`src/rtl/rcc_pkg.sv`:
```
package rcc_pkg;
    localparam int CFG_W    = 32;
    localparam int FACTOR_W = 10;
    localparam int TQ_PRE_W = 2;
    localparam int TQ_DEN_W = 5;
    localparam int SPARE_W  = CFG_W - (FACTOR_W + TQ_PRE_W + TQ_DEN_W + 9);

    // indices of the asynchronous inputs inside the synchronizer vector
    localparam int ASYNC_N   = 3;
    localparam int IDX_TRIG  = 0;
    localparam int IDX_LEVEL = 1;
    localparam int IDX_SHIFT = 2;

    typedef enum logic [1:0] {
        SRC_FRAC  = 2'd0,
        SRC_RSVD  = 2'd1,
        SRC_TRIG  = 2'd2,
        SRC_LEVEL = 2'd3
    } rate_src_e;

    typedef enum logic [1:0] {
        TQ_DIV    = 2'd0,
        TQ_PRE    = 2'd1,
        TQ_SHIFT  = 2'd2,
        TQ_MASTER = 2'd3
    } tq_src_e;

    typedef struct packed {
        logic [SPARE_W-1:0]  spare;      // 31:26
        logic                sclk_ext;   // 25
        logic                sclk_delay; // 24
        logic                sclk_idle;  // 23
        logic                mclk_idle;  // 22
        logic [FACTOR_W-1:0] factor;     // 21:12
        logic [TQ_DEN_W-1:0] tq_den;     // 11:7
        logic [TQ_PRE_W-1:0] tq_pre;     // 6:5
        tq_src_e             tq_src;     // 4:3
        logic                half_en;    // 2
        rate_src_e           src;        // 1:0
    } cfg_t;

    function automatic cfg_t decode_cfg(input logic [CFG_W-1:0] w);
        return cfg_t'(w);
    endfunction

    function automatic logic pick_tq(input tq_src_e s, input logic d_tick,
                                     input logic p_tick, input logic s_rise,
                                     input logic m_rise);
        case (s)
            TQ_DIV:   return d_tick;
            TQ_PRE:   return p_tick;
            TQ_SHIFT: return s_rise;
            default:  return m_rise;
        endcase
    endfunction
endpackage

```
`src/rtl/rcc_sync.sv`:
```
module rcc_sync #(
    parameter int N      = 3,
    parameter int STAGES = 2
) (
    input  logic         clk,
    input  logic         rst,
    input  logic [N-1:0] async_in,
    output logic [N-1:0] level,
    output logic [N-1:0] rise
);
    localparam int DEPTH = STAGES + 1;

    for (genvar i = 0; i < N; i++) begin : g_bit
        logic [DEPTH-1:0] shreg;
        always_ff @(posedge clk) begin
            if (rst) shreg <= '0;
            else     shreg <= {shreg[DEPTH-2:0], async_in[i]};
        end
        assign level[i] = shreg[STAGES-1];
        assign rise[i]  = shreg[STAGES-1] & ~shreg[STAGES];
    end
endmodule

```
`src/rtl/rcc_modcnt.sv`:
```
module rcc_modcnt #(
    parameter int W = 10
) (
    input  logic         clk,
    input  logic         rst,
    input  logic         en,
    input  logic [W-1:0] limit,
    output logic         wrap
);
    logic [W-1:0] cnt;

    // greater-or-equal lets a lowered limit recover at once
    assign wrap = en & (cnt >= limit);

    always_ff @(posedge clk) begin
        if (rst)       cnt <= '0;
        else if (wrap) cnt <= '0;
        else if (en)   cnt <= cnt + 1'b1;
    end
endmodule

```
`src/rtl/rcc_src_stage.sv`:
```
module rcc_src_stage
    import rcc_pkg::*;
(
    input  logic      clk,
    input  logic      rst,
    input  rate_src_e src,
    input  logic      half_en,
    input  logic      frac_tick,
    input  logic      trig_rise,
    input  logic      level_rise,
    input  logic      level_sync,
    output logic      pin_tick,
    output logic      pre_tick,
    output logic      mclk_raw,
    output logic      mclk_rise
);
    logic sel_tick;
    logic phase;
    logic level_q;
    logic mclk_prev;

    always_comb begin
        case (src)
            SRC_FRAC:  sel_tick = frac_tick;
            SRC_TRIG:  sel_tick = trig_rise;
            SRC_LEVEL: sel_tick = level_rise;
            default:   sel_tick = 1'b0;
        endcase
    end

    always_ff @(posedge clk) begin
        if (rst) begin
            pin_tick  <= 1'b0;
            pre_tick  <= 1'b0;
            phase     <= 1'b0;
            level_q   <= 1'b0;
            mclk_prev <= 1'b0;
        end else begin
            pin_tick  <= sel_tick;
            pre_tick  <= half_en ? (pin_tick & phase) : pin_tick;
            if (pin_tick) phase <= ~phase;
            level_q   <= level_sync;
            mclk_prev <= mclk_raw;
        end
    end

    assign mclk_raw  = (src == SRC_LEVEL) ? level_q : phase;
    assign mclk_rise = mclk_raw & ~mclk_prev;
endmodule

```
`src/rtl/rcc_shift_stage.sv`:
```
module rcc_shift_stage (
    input  logic clk,
    input  logic rst,
    input  logic div_tick,
    input  logic ext_sel,
    input  logic idle_level,
    input  logic delay_en,
    input  logic ext_level,
    input  logic ext_rise,
    output logic sclk_out,
    output logic sclk_rise
);
    logic phase;
    logic phase_lag;
    logic int_clk;

    always_ff @(posedge clk) begin
        if (rst) begin
            phase     <= 1'b0;
            phase_lag <= 1'b0;
        end else if (div_tick) begin
            phase     <= ~phase;
            phase_lag <= phase;
        end
    end

    assign int_clk   = delay_en ? phase_lag : phase;
    assign sclk_out  = (ext_sel ? ext_level : int_clk) ^ idle_level;
    assign sclk_rise = ext_sel ? ext_rise : (div_tick & ~phase);
endmodule

```
`src/rtl/rate_clock_chain.sv`:
```
module rate_clock_chain
    import rcc_pkg::*;
(
    input  logic             clk,
    input  logic             rst,
    input  logic [CFG_W-1:0] cfg_word,
    input  logic             frac_tick,
    input  logic             ext_trig,
    input  logic             ext_level,
    input  logic             ext_shift_clk,
    output logic             pin_tick,
    output logic             pre_tick,
    output logic             div_tick,
    output logic             tq_tick,
    output logic             mclk_out,
    output logic             sclk_out
);
    cfg_t cfg;
    assign cfg = decode_cfg(cfg_word);

    logic unused_spare;
    assign unused_spare = ^cfg.spare;

    logic [ASYNC_N-1:0] async_vec, sync_level, sync_rise;
    assign async_vec[IDX_TRIG]  = ext_trig;
    assign async_vec[IDX_LEVEL] = ext_level;
    assign async_vec[IDX_SHIFT] = ext_shift_clk;

    rcc_sync #(.N(ASYNC_N), .STAGES(2)) i_sync (
        .clk      (clk),
        .rst      (rst),
        .async_in (async_vec),
        .level    (sync_level),
        .rise     (sync_rise)
    );

    logic mclk_raw, mclk_rise;

    rcc_src_stage i_src (
        .clk        (clk),
        .rst        (rst),
        .src        (cfg.src),
        .half_en    (cfg.half_en),
        .frac_tick  (frac_tick),
        .trig_rise  (sync_rise[IDX_TRIG]),
        .level_rise (sync_rise[IDX_LEVEL]),
        .level_sync (sync_level[IDX_LEVEL]),
        .pin_tick   (pin_tick),
        .pre_tick   (pre_tick),
        .mclk_raw   (mclk_raw),
        .mclk_rise  (mclk_rise)
    );

    assign mclk_out = mclk_raw ^ cfg.mclk_idle;

    // programmable divider on the pre-processing tick
    logic div_wrap;
    rcc_modcnt #(.W(FACTOR_W)) i_div (
        .clk   (clk),
        .rst   (rst),
        .en    (pre_tick),
        .limit (cfg.factor),
        .wrap  (div_wrap)
    );

    always_ff @(posedge clk) begin
        if (rst) div_tick <= 1'b0;
        else     div_tick <= div_wrap;
    end

    logic sclk_rise;
    rcc_shift_stage i_shift (
        .clk        (clk),
        .rst        (rst),
        .div_tick   (div_tick),
        .ext_sel    (cfg.sclk_ext),
        .idle_level (cfg.sclk_idle),
        .delay_en   (cfg.sclk_delay),
        .ext_level  (sync_level[IDX_SHIFT]),
        .ext_rise   (sync_rise[IDX_SHIFT]),
        .sclk_out   (sclk_out),
        .sclk_rise  (sclk_rise)
    );

    // time-quanta counter: pre-divider then denominator
    logic tq_in, pre_wrap, den_wrap;
    assign tq_in = pick_tq(cfg.tq_src, div_tick, pre_tick, sclk_rise, mclk_rise);

    rcc_modcnt #(.W(TQ_PRE_W)) i_tq_pre (
        .clk   (clk),
        .rst   (rst),
        .en    (tq_in),
        .limit (cfg.tq_pre),
        .wrap  (pre_wrap)
    );

    rcc_modcnt #(.W(TQ_DEN_W)) i_tq_den (
        .clk   (clk),
        .rst   (rst),
        .en    (pre_wrap),
        .limit (cfg.tq_den),
        .wrap  (den_wrap)
    );

    always_ff @(posedge clk) begin
        if (rst) tq_tick <= 1'b0;
        else     tq_tick <= den_wrap;
    end
endmodule

```
`config.mk`:
```
export PLATFORM = sky130hd
export DESIGN_NAME = rate_clock_chain
export DESIGN_NICKNAME = d
export VERILOG_FILES = /design/src/rtl/rcc_pkg.sv /design/src/rtl/rcc_sync.sv /design/src/rtl/rcc_modcnt.sv /design/src/rtl/rcc_src_stage.sv /design/src/rtl/rcc_shift_stage.sv /design/src/rtl/rate_clock_chain.sv
export SDC_FILE = /design/constraint.sdc
export NUM_CORES = 1
export LEC_CHECK = 0
export BUFFER_PORTS_ARGS = -buffer_cell sky130_fd_sc_hd__buf_4
export CAP_MARGIN = 10
export CORE_MARGIN = 4
export CORE_UTILIZATION = 30
export DETAILED_ROUTE_END_ITERATION = 8
export SKIP_LAST_GASP = 1
export SLEW_MARGIN = 10
export SYNTH_ARGS = -nofsm -noshare
export SYNTH_HDL_FRONTEND = slang
export SYNTH_HIERARCHICAL = 1
export SYNTH_SLANG_ARGS = --single-unit
```
`constraint.sdc`:
```
create_clock -name clk -period 5.3 [get_ports clk]
set_input_delay 0.265 -clock clk [delete_from_list [all_inputs] [get_ports clk]]
set_output_delay 0.265 -clock clk [all_outputs]
set_load 0.05 [all_outputs]
```
==> results of run 1 <==
-- area by class of cell --
| cell class | count | area share (%) |
|---|---|---|
| inverters | 20 | 3.29 |
| multi-input cells | 139 | 46.2 |
| flip-flops and latches | 35 | 30.7 |
| repair buffers | 37 | 12.2 |
| well taps | 75 | 4.11 |
| clock inverters | 1 | 0.219 |
| clock buffers | 7 | 3.34 |
-- layout by cell type (no fill, tap or decap), drive strengths merged, types with 7 or more instances in the layout --
| cell | n |
|---|---|
| nor2b | 17 |
| a21oi | 10 |
| nor2 | 16 |
| xor2 | 9 |
| clkbuf | 7 |
| ha | 19 |
| nand2 | 13 |
| dfxtp | 35 |
| inv | 20 |
| buf | 37 |
-- metal layers --
| layer | vias up | wire length [um] | share of wire (%) | track usage, % |
|---|---|---|---|---|
| met3 | 2 | 175 | 5.1 | 3.52 |
| met2 | 24 | 1620 | 47 | 15.1 |
| li1 | 754 | - | - | - |
| met1 | 633 | 1590 | 46 | 11.3 |
| met5 | - | 0 | 0 | 0 |
| met4 | 0 | 39 | 1.1 | 3.40 |
-- worst max path at each step --
stage                        startpoint  depth (start not counted)                           end  slack [ns]
finish              div_tick$_SDFF_PP0_                          6  i_tq_den/cnt[0]$_SDFFE_PP0P_        2.85
global placement    div_tick$_SDFF_PP0_                          6  i_tq_den/cnt[0]$_SDFFE_PP0P_        2.90
detailed placement  div_tick$_SDFF_PP0_                          6  i_tq_den/cnt[0]$_SDFFE_PP0P_        2.85
global route        div_tick$_SDFF_PP0_                          6  i_tq_den/cnt[0]$_SDFFE_PP0P_        2.66
CTS                 div_tick$_SDFF_PP0_                          6  i_tq_den/cnt[0]$_SDFFE_PP0P_        2.82
floorplan           div_tick$_SDFF_PP0_                          7  i_tq_den/cnt[1]$_SDFFE_PP0P_        3.14
-- where the power goes --
group | internal (mW) | switching [mW]
clock | 0.0921 | 0.0889
sequential | 0.269 | 0.00512
combinational | 0.0335 | 0.0326
-- state kept, by name, summed over array words and instances, names as in the netlist --
register and cells:
tq_tick 1, i_tq_den/cnt 5, i_shift/phase_lag 1, i_tq_pre/cnt 2
i_src/pre_tick 1, i_src/level_q 1, i_src/pin_tick 1, i_src/mclk_prev 1
i_sync/g_bit.shreg 9, i_src/phase 1, i_div/cnt 10, div_tick 1
i_shift/phase 1
-- worst max-delay path, stage by stage, from the launching register on --
cell and delay (ns):
sky130_fd_sc_hd__dfxtp_1 0.42, sky130_fd_sc_hd__nand2b_1 0.10, sky130_fd_sc_hd__o21ai_0 0.19, sky130_fd_sc_hd__mux4_2 0.34
sky130_fd_sc_hd__nor2b_1 0.68, sky130_fd_sc_hd__or4b_4 0.55, sky130_fd_sc_hd__o32ai_2 0.09
-- through the flow --
stage                     area [um2]  total power, mW  instances  hold slack (ns)  worst slack, ns
after global routing            2280            0.550        314            0.179             2.66
after detailed placement        2200            0.347        306            0.421             2.85
final                           2280            0.522        314            0.181             2.85
after CTS                       2280            0.533        314            0.168             2.82
after floorplan                 1850            0.316        197            0.330             3.14
after global placement          2200            0.346        306            0.419             2.90
==> report_table.html, run 1 <==
<table>
<tr><th>Metric</th><th>Value</th></tr>
<tr><th colspan="2">Min path</th></tr>
<tr><td>Worst Hold Depth</td><td>2</td></tr>
<tr><td>Beginning of the worst hold path</td><td>cfg_word[1]</td></tr>
<tr><td>End point of the worst hold path</td><td>i_src/pin_tick$_SDFF_PP0_</td></tr>
<tr><td>Worst min path class</td><td>in2reg</td></tr>
<tr><th colspan="2">Layout</th></tr>
<tr><td>Multi-input gate area in the final layout</td><td>between 1000 and 1500 um2</td></tr>
<tr><td>Share of layout cells above drive strength 1</td><td>around 22%</td></tr>
<tr><td>Utilization after layout</td><td>38.3%</td></tr>
<tr><td>N_diodes</td><td>0</td></tr>
<tr><td>Layout filler cell count</td><td>620</td></tr>
<tr><td>Layout net count</td><td>~300</td></tr>
<tr><td>Area added between synthesis and finish</td><td>23.2%</td></tr>
<tr><td>Register area</td><td>701 um2</td></tr>
<tr><th colspan="2">Detailed routing</th></tr>
<tr><td>Post-DR wirelength/cell</td><td>around 11 um</td></tr>
<tr><td>Mean number of vias per cell</td><td>between 4 and 5</td></tr>
<tr><td>Drt total wl</td><td>3.42 mm</td></tr>
<tr><td>Post-detailed-route count of antenna-violating nets</td><td>0</td></tr>
<tr><td>Vias</td><td>about 1,400</td></tr>
<tr><td>Count of TritonRoute iterations in the first routing pass</td><td>4</td></tr>
<tr><td>DRC marker count from the first detailed-route iteration</td><td>65</td></tr>
<tr><td>DRC</td><td>0</td></tr>
<tr><th colspan="2">Global routing</th></tr>
<tr><td>Global-route wire length before repair</td><td>5.55 mm</td></tr>
<tr><td>Overall global routing resource usage</td><td>a little under a tenth</td></tr>
<tr><td>Number of antenna violations at the first check in global routing</td><td>0</td></tr>
<tr><td>Pin count of the biggest net entering global routing</td><td>28</td></tr>
<tr><td>Overflow left after global routing</td><td>0</td></tr>
<tr><td>Number of global-route vias before repair</td><td>1,335</td></tr>
<tr><th colspan="2">Floorplanning</th></tr>
<tr><td>Number of placed I/O pins</td><td>between 40 and 50</td></tr>
<tr><td>Row cnt</td><td>28</td></tr>
<tr><td>Placeable core region</td><td>a little under 6000 um2</td></tr>
<tr><td>Die height</td><td>between 80 and 90 um</td></tr>
<tr><td>Overall die width</td><td>approximately 87 um</td></tr>
<tr><td>Die outline area</td><td>~7500 um2</td></tr>
<tr><td>Initial Utilization</td><td>31.1%</td></tr>
<tr><th colspan="2">STA</th></tr>
<tr><td>Share of the clock period used by the worst path</td><td>between 40% and 50%</td></tr>
<tr><td>Shortest clock period the worst path allows after layout</td><td>2.45 ns</td></tr>
<tr><td>Highest clock frequency the design can meet</td><td>approximately 0.41 GHz</td></tr>
<tr><td>Number of failing setup endpoints in the final timing report</td><td>0</td></tr>
<tr><td>Max Clock Skew</td><td>around 0.0059 ns</td></tr>
<tr><td>RSZ-0062 raised after global routing</td><td>false</td></tr>
<tr><td>Setup TNS after final layout</td><td>0 ns</td></tr>
<tr><td>Number of hold violations in the final report</td><td>0</td></tr>
<tr><td>Actual transition at the worst max-transition pin</td><td>0.816 ns</td></tr>
<tr><td>Relative slew slack</td><td>45.5%</td></tr>
<tr><td>Count of final max-slew check failures</td><td>0</td></tr>
<tr><th colspan="2">Logic synthesis</th></tr>
<tr><td>Number of instances in the synthesized netlist</td><td>slightly below 200</td></tr>
<tr><td>Number of nets in the synthesized netlist</td><td>~250</td></tr>
<tr><td>Post-synthesis instance area</td><td>around 1900 um2</td></tr>
<tr><td>Number of synthesis warnings</td><td>6</td></tr>
<tr><td>Synthesized area per cell</td><td>9.41 um2</td></tr>
<tr><th colspan="2">Place</th></tr>
<tr><td>Final HPWL from detailed placement</td><td>~2.6 mm</td></tr>
<tr><td>Final weighted congestion of routability-driven global placement</td><td>approximately 0.77</td></tr>
<tr><td>Count of buffers from port buffering</td><td>37</td></tr>
<tr><th colspan="2">Critical path</th></tr>
<tr><td>FF-to-FF Start</td><td>div_tick$_SDFF_PP0_</td></tr>
<tr><td>CP Data Required Time</td><td>around 5.5 ns</td></tr>
<tr><td>Crit path arrival time</td><td>2.65 ns</td></tr>
<tr><td>R2R depth</td><td>6</td></tr>
<tr><td>Crit Path Max Fanout</td><td>13</td></tr>
<tr><td>Reg2Reg Setup Slack</td><td>approximately 2.8 ns</td></tr>
<tr><td>CP Capture Type</td><td>register</td></tr>
<tr><td>Category of the critical setup timing path</td><td>reg2reg</td></tr>
<tr><td>Capture instance of the worst register-to-register path</td><td>i_tq_den/cnt[0]$_SDFFE_PP0P_</td></tr>
<tr><td>CP startpoint kind</td><td>register</td></tr>
<tr><th colspan="2">Clock network</th></tr>
<tr><td>Count of H-tree levels built during CTS</td><td>2</td></tr>
<tr><td>Clock input transition at the sequential cells of the worst setup and hold paths</td><td>approximately 0.070 ns</td></tr>
<tr><td>Clock insertion delay at the later pin of the skew report</td><td>around 0.28 ns</td></tr>
<tr><td>PostCTS Resize Cnt</td><td>0</td></tr>
<tr><td>Num CTS Buffers</td><td>5</td></tr>
<tr><td>CTS sink cnt</td><td>35</td></tr>
<tr><td>Buffer levels on the longest clock path</td><td>2</td></tr>
<tr><td>Clock tree from TritonCTS</td><td>yes</td></tr>
<tr><td>Hold buffer count at cts</td><td>0</td></tr>
<tr><td>Root buffer selected by CTS</td><td>sky130_fd_sc_hd__clkbuf_8</td></tr>
<tr><td>Post-CTS repair timing setup buffer count</td><td>0</td></tr>
<tr><th colspan="2">Status</th></tr>
<tr><td>Result of the run</td><td>completed</td></tr>
<tr><th colspan="2">Pwr</th></tr>
<tr><td>Pwr per Cell Area</td><td>between 200 and 250 nW/um2</td></tr>
<tr><td>Maximum ir drop on the vdd rail</td><td>approximately 0.11 mV</td></tr>
<tr><td>Leak</td><td>between 1 and 1.5 nW</td></tr>
<tr><th colspan="2">Flow run</th></tr>
<tr><td>Max-cap violation count</td><td>0</td></tr>
</table>
Power figures use the tool's default switching activity.
==> inputs of run 2 (changes only) <==
--- a/config.mk
+++ b/config.mk
@@ -5,6 +5,7 @@
 export SDC_FILE = /design/constraint.sdc
 export NUM_CORES = 1
 export LEC_CHECK = 0
+export ABC_AREA = 1
 export BUFFER_PORTS_ARGS = -buffer_cell sky130_fd_sc_hd__buf_4
 export CAP_MARGIN = 10
 export CORE_MARGIN = 4
==> constraint.sdc (replaced) <==
create_clock -name clk -period 2.5 [get_ports clk]
set_input_delay 0.125 -clock clk [delete_from_list [all_inputs] [get_ports clk]]
set_output_delay 0.125 -clock clk [all_outputs]
set_load 0.05 [all_outputs]
==> run 2 against run 1 <==
Effect of this change: die area rose by 7.6%; routed wire length fell by 2.0%; clock skew rose by 0.0042 ns.
==> report_table.html, run 2 <==
<table>
<tr><th>Metric</th><th>Value</th></tr>
<tr><th colspan="2">Min path</th></tr>
<tr><td>Worst min path class</td><td>in2reg</td></tr>
<tr><th colspan="2">STA</th></tr>
<tr><td>Count of final max-slew check failures</td><td>0</td></tr>
<tr><td>RSZ-0062 raised after global routing</td><td>false</td></tr>
<tr><td>Shortest clock period the worst path allows after layout</td><td>1.75 ns</td></tr>
<tr><td>Number of hold violations in the final report</td><td>0</td></tr>
<tr><td>Setup TNS after final layout</td><td>0 ns</td></tr>
<tr><td>Number of failing setup endpoints in the final timing report</td><td>0</td></tr>
<tr><td>Highest clock frequency the design can meet</td><td>between 0.5 and 0.6 GHz</td></tr>
<tr><td>Share of the clock period used by the worst path</td><td>70.0%</td></tr>
<tr><td>Relative slew slack</td><td>75.3%</td></tr>
<tr><td>Final WS setup</td><td>between 0.7 and 0.8 ns</td></tr>
<tr><td>Max Clock Skew</td><td>0.0101 ns</td></tr>
<tr><td>Actual transition at the worst max-transition pin</td><td>0.370 ns</td></tr>
<tr><th colspan="2">Pwr</th></tr>
<tr><td>Internal power component</td><td>0.838 mW</td></tr>
<tr><td>Psw</td><td>around 0.29 mW</td></tr>
<tr><td>Clock share of power</td><td>~34%</td></tr>
<tr><td>Pwr per Cell Area</td><td>468 nW/um2</td></tr>
<tr><td>Maximum ir drop on the vdd rail</td><td>between 0.2 and 0.3 mV</td></tr>
<tr><td>Part of the total power dissipated in combinational logic</td><td>about 14%</td></tr>
<tr><td>Share of power burned in registers</td><td>between 50% and 60%</td></tr>
<tr><td>Net Sw Frac</td><td>around 26%</td></tr>
<tr><td>Leak</td><td>between 1 and 1.5 nW</td></tr>
<tr><th colspan="2">Logic synthesis</th></tr>
<tr><td>Number of synthesis warnings</td><td>6</td></tr>
<tr><td>Number of nets in the synthesized netlist</td><td>332</td></tr>
<tr><td>Post-synthesis instance area</td><td>about 2000 um2</td></tr>
<tr><td>Number of instances in the synthesized netlist</td><td>between 200 and 300</td></tr>
<tr><td>Synthesized area per cell</td><td>between 7 and 8 um2</td></tr>
<tr><th colspan="2">Critical path</th></tr>
<tr><td>CP Data Required Time</td><td>2.72 ns</td></tr>
<tr><td>Category of the critical setup timing path</td><td>reg2reg</td></tr>
<tr><td>Crit Path Max Fanout</td><td>6</td></tr>
<tr><td>Crit path arrival time</td><td>between 1.5 and 2 ns</td></tr>
<tr><td>CP startpoint kind</td><td>register</td></tr>
<tr><td>CP Capture Type</td><td>register</td></tr>
<tr><th colspan="2">Global routing</th></tr>
<tr><td>Global-route wire length before repair</td><td>approximately 6.3 mm</td></tr>
<tr><td>Pin count of the biggest net entering global routing</td><td>22</td></tr>
<tr><td>Overall global routing resource usage</td><td>under 10%</td></tr>
<tr><td>Overflow left after global routing</td><td>0</td></tr>
<tr><td>Number of global-route vias before repair</td><td>approximately 1,500</td></tr>
<tr><td>Number of antenna violations at the first check in global routing</td><td>0</td></tr>
<tr><th colspan="2">Floorplanning</th></tr>
<tr><td>Placeable core region</td><td>~6400 um2</td></tr>
<tr><td>Overall die width</td><td>around 90 um</td></tr>
<tr><td>Initial Utilization</td><td>~31%</td></tr>
<tr><td>Die height</td><td>between 80 and 90 um</td></tr>
<tr><td>Number of placed I/O pins</td><td>between 40 and 50</td></tr>
<tr><td>Die outline area</td><td>8070 um2</td></tr>
<tr><td>Row cnt</td><td>29</td></tr>
<tr><th colspan="2">Flow run</th></tr>
<tr><td>Max-cap violation count</td><td>0</td></tr>
<tr><th colspan="2">Clock network</th></tr>
<tr><td>Buffer levels on the longest clock path</td><td>2</td></tr>
<tr><td>Post-CTS repair timing setup buffer count</td><td>0</td></tr>
<tr><td>PostCTS Resize Cnt</td><td>0</td></tr>
<tr><td>Num CTS Buffers</td><td>5</td></tr>
<tr><td>Count of H-tree levels built during CTS</td><td>2</td></tr>
<tr><td>CTS sink cnt</td><td>35</td></tr>
<tr><td>Root buffer selected by CTS</td><td>sky130_fd_sc_hd__clkbuf_8</td></tr>
<tr><td>Clock insertion delay at the later pin of the skew report</td><td>approximately 0.28 ns</td></tr>
<tr><td>Hold buffer count at cts</td><td>0</td></tr>
<tr><td>Clock tree from TritonCTS</td><td>yes</td></tr>
<tr><td>Clock input transition at the sequential cells of the worst setup and hold paths</td><td>0.07 ns</td></tr>
<tr><th colspan="2">Place</th></tr>
<tr><td>Final HPWL from detailed placement</td><td>~2.7 mm</td></tr>
<tr><td>Count of buffers from port buffering</td><td>37</td></tr>
<tr><td>Final weighted congestion of routability-driven global placement</td><td>between 0.7 and 0.8</td></tr>
<tr><td>Setup Slack @ Placement</td><td>0.746 ns</td></tr>
<tr><th colspan="2">Layout</th></tr>
<tr><td>Utilization after layout</td><td>37.7%</td></tr>
<tr><td>Biggest registers after layout</td><td>i_div/cnt x10, i_sync/g_bit.shreg x9, i_tq_den/cnt x5</td></tr>
<tr><td>Layout filler cell count</td><td>between 600 and 700</td></tr>
<tr><td>Most common cell after layout, fill and taps aside</td><td>sky130_fd_sc_hd__inv_1</td></tr>
<tr><td>Layout net count</td><td>371</td></tr>
<tr><td>Area added between synthesis and finish</td><td>20.4%</td></tr>
<tr><td>Share of layout cells above drive strength 1</td><td>between 20% and 30%</td></tr>
<tr><td>Largest register FFs</td><td>10</td></tr>
<tr><td>N_diodes</td><td>0</td></tr>
<tr><td>Register ranked first by flip-flop count</td><td>i_div/cnt</td></tr>
<tr><td>Highest-count cells in the layout ignoring fill and taps</td><td>63 x sky130_fd_sc_hd__inv_1, 49 x sky130_fd_sc_hd__nand2_1, 37 x sky130_fd_sc_hd__buf_4</td></tr>
<tr><th colspan="2">Detailed routing</th></tr>
<tr><td>Post-detailed-route count of antenna-violating nets</td><td>0</td></tr>
<tr><td>Vias</td><td>roughly 1,600</td></tr>
<tr><td>Mean number of vias per cell</td><td>~4.0</td></tr>
<tr><td>DRC</td><td>0</td></tr>
<tr><td>Post-DR wirelength/cell</td><td>between 8 and 9 um</td></tr>
<tr><td>Drt total wl</td><td>roughly 3.4 mm</td></tr>
<tr><td>DRC marker count from the first detailed-route iteration</td><td>59</td></tr>
<tr><td>Count of TritonRoute iterations in the first routing pass</td><td>4</td></tr>
<tr><th colspan="2">Status</th></tr>
<tr><td>Result of the run</td><td>completed</td></tr>
</table>
[run 2: final timing paths]
kind                            cells after the start                             endpoint                           startpoint  slack, ns
worst max register to register                     12         i_tq_den/cnt[4]$_SDFFE_PP0P_                  div_tick$_SDFF_PP0_       0.75
worst min-delay path                                2            i_src/pre_tick$_SDFF_PP0_                          cfg_word[2]       0.03
worst min register to register                      2  i_sync/g_bit[1].shreg[1]$_SDFF_PP0_  i_sync/g_bit[1].shreg[0]$_SDFF_PP0_       0.40
worst max-delay path                               12         i_tq_den/cnt[4]$_SDFFE_PP0P_                  div_tick$_SDFF_PP0_       0.75
[run 2: metal layers]
metal | vias up | GRT usage, % | wire (um)
met2 | 17 | 15.7 | 1610
met1 | 673 | 11.1 | 1570
met3 | 5 | 2.84 | 131
met5 | - | 0 | 0
met4 | 0 | 3.07 | 38
li1 | 892 | - | -
[run 2: through the flow]
step / instance area (um2) / instances / hold WS [ns] / power (mW)
2_1_floorplan: 2010 / 275 / 0.194 / 0.700
6_report: 2420 / 392 / 0.0288 / 1.13
3_3_place_gp: 2330 / 384 / 0.324 / 0.758
4_1_cts: 2420 / 392 / 0.0211 / 1.16
5_1_grt: 2420 / 392 / 0.0193 / 1.21
3_5_place_dp: 2330 / 384 / 0.329 / 0.762
[run 2: final cells by class]
type / instances / area [um2] / area share, %
Timing Repair Buffer: 37 / 278 / 11.5
Inverter: 67 / 251 / 10.4
Clock buffer: 5 / 68.8 / 2.85
Clock inverter: 3 / 15.0 / 0.621
Multi-Input combinational cell: 168 / 1010 / 41.7
Tap cell: 77 / 96.3 / 3.98
Sequential cell: 35 / 701 / 29.0
[run 2: power by group through the flow]
stage          Combinational (mW)  Clock, mW  Sequential (mW)
4_1_cts                     0.168      0.408            0.582
3_3_place_gp                0.163          0            0.595
2_1_floorplan               0.104          0            0.596
6_report                    0.164      0.385            0.582
5_1_grt                     0.190      0.433            0.584
3_5_place_dp                0.167          0            0.595
[run 2: critical path, cell delays in order (launching register included)]
cell                      delay (ns)
sky130_fd_sc_hd__dfxtp_1        0.41
sky130_fd_sc_hd__nand2_1        0.10
sky130_fd_sc_hd__o21ai_0        0.21
sky130_fd_sc_hd__inv_2          0.04
sky130_fd_sc_hd__nand2_1        0.06
sky130_fd_sc_hd__nand3_1        0.06
sky130_fd_sc_hd__nand2_1        0.11
sky130_fd_sc_hd__nand2_1        0.09
sky130_fd_sc_hd__inv_1          0.20
sky130_fd_sc_hd__nand4_2        0.12
sky130_fd_sc_hd__xnor2_1        0.15
sky130_fd_sc_hd__inv_1          0.06
sky130_fd_sc_hd__nor2_2         0.08
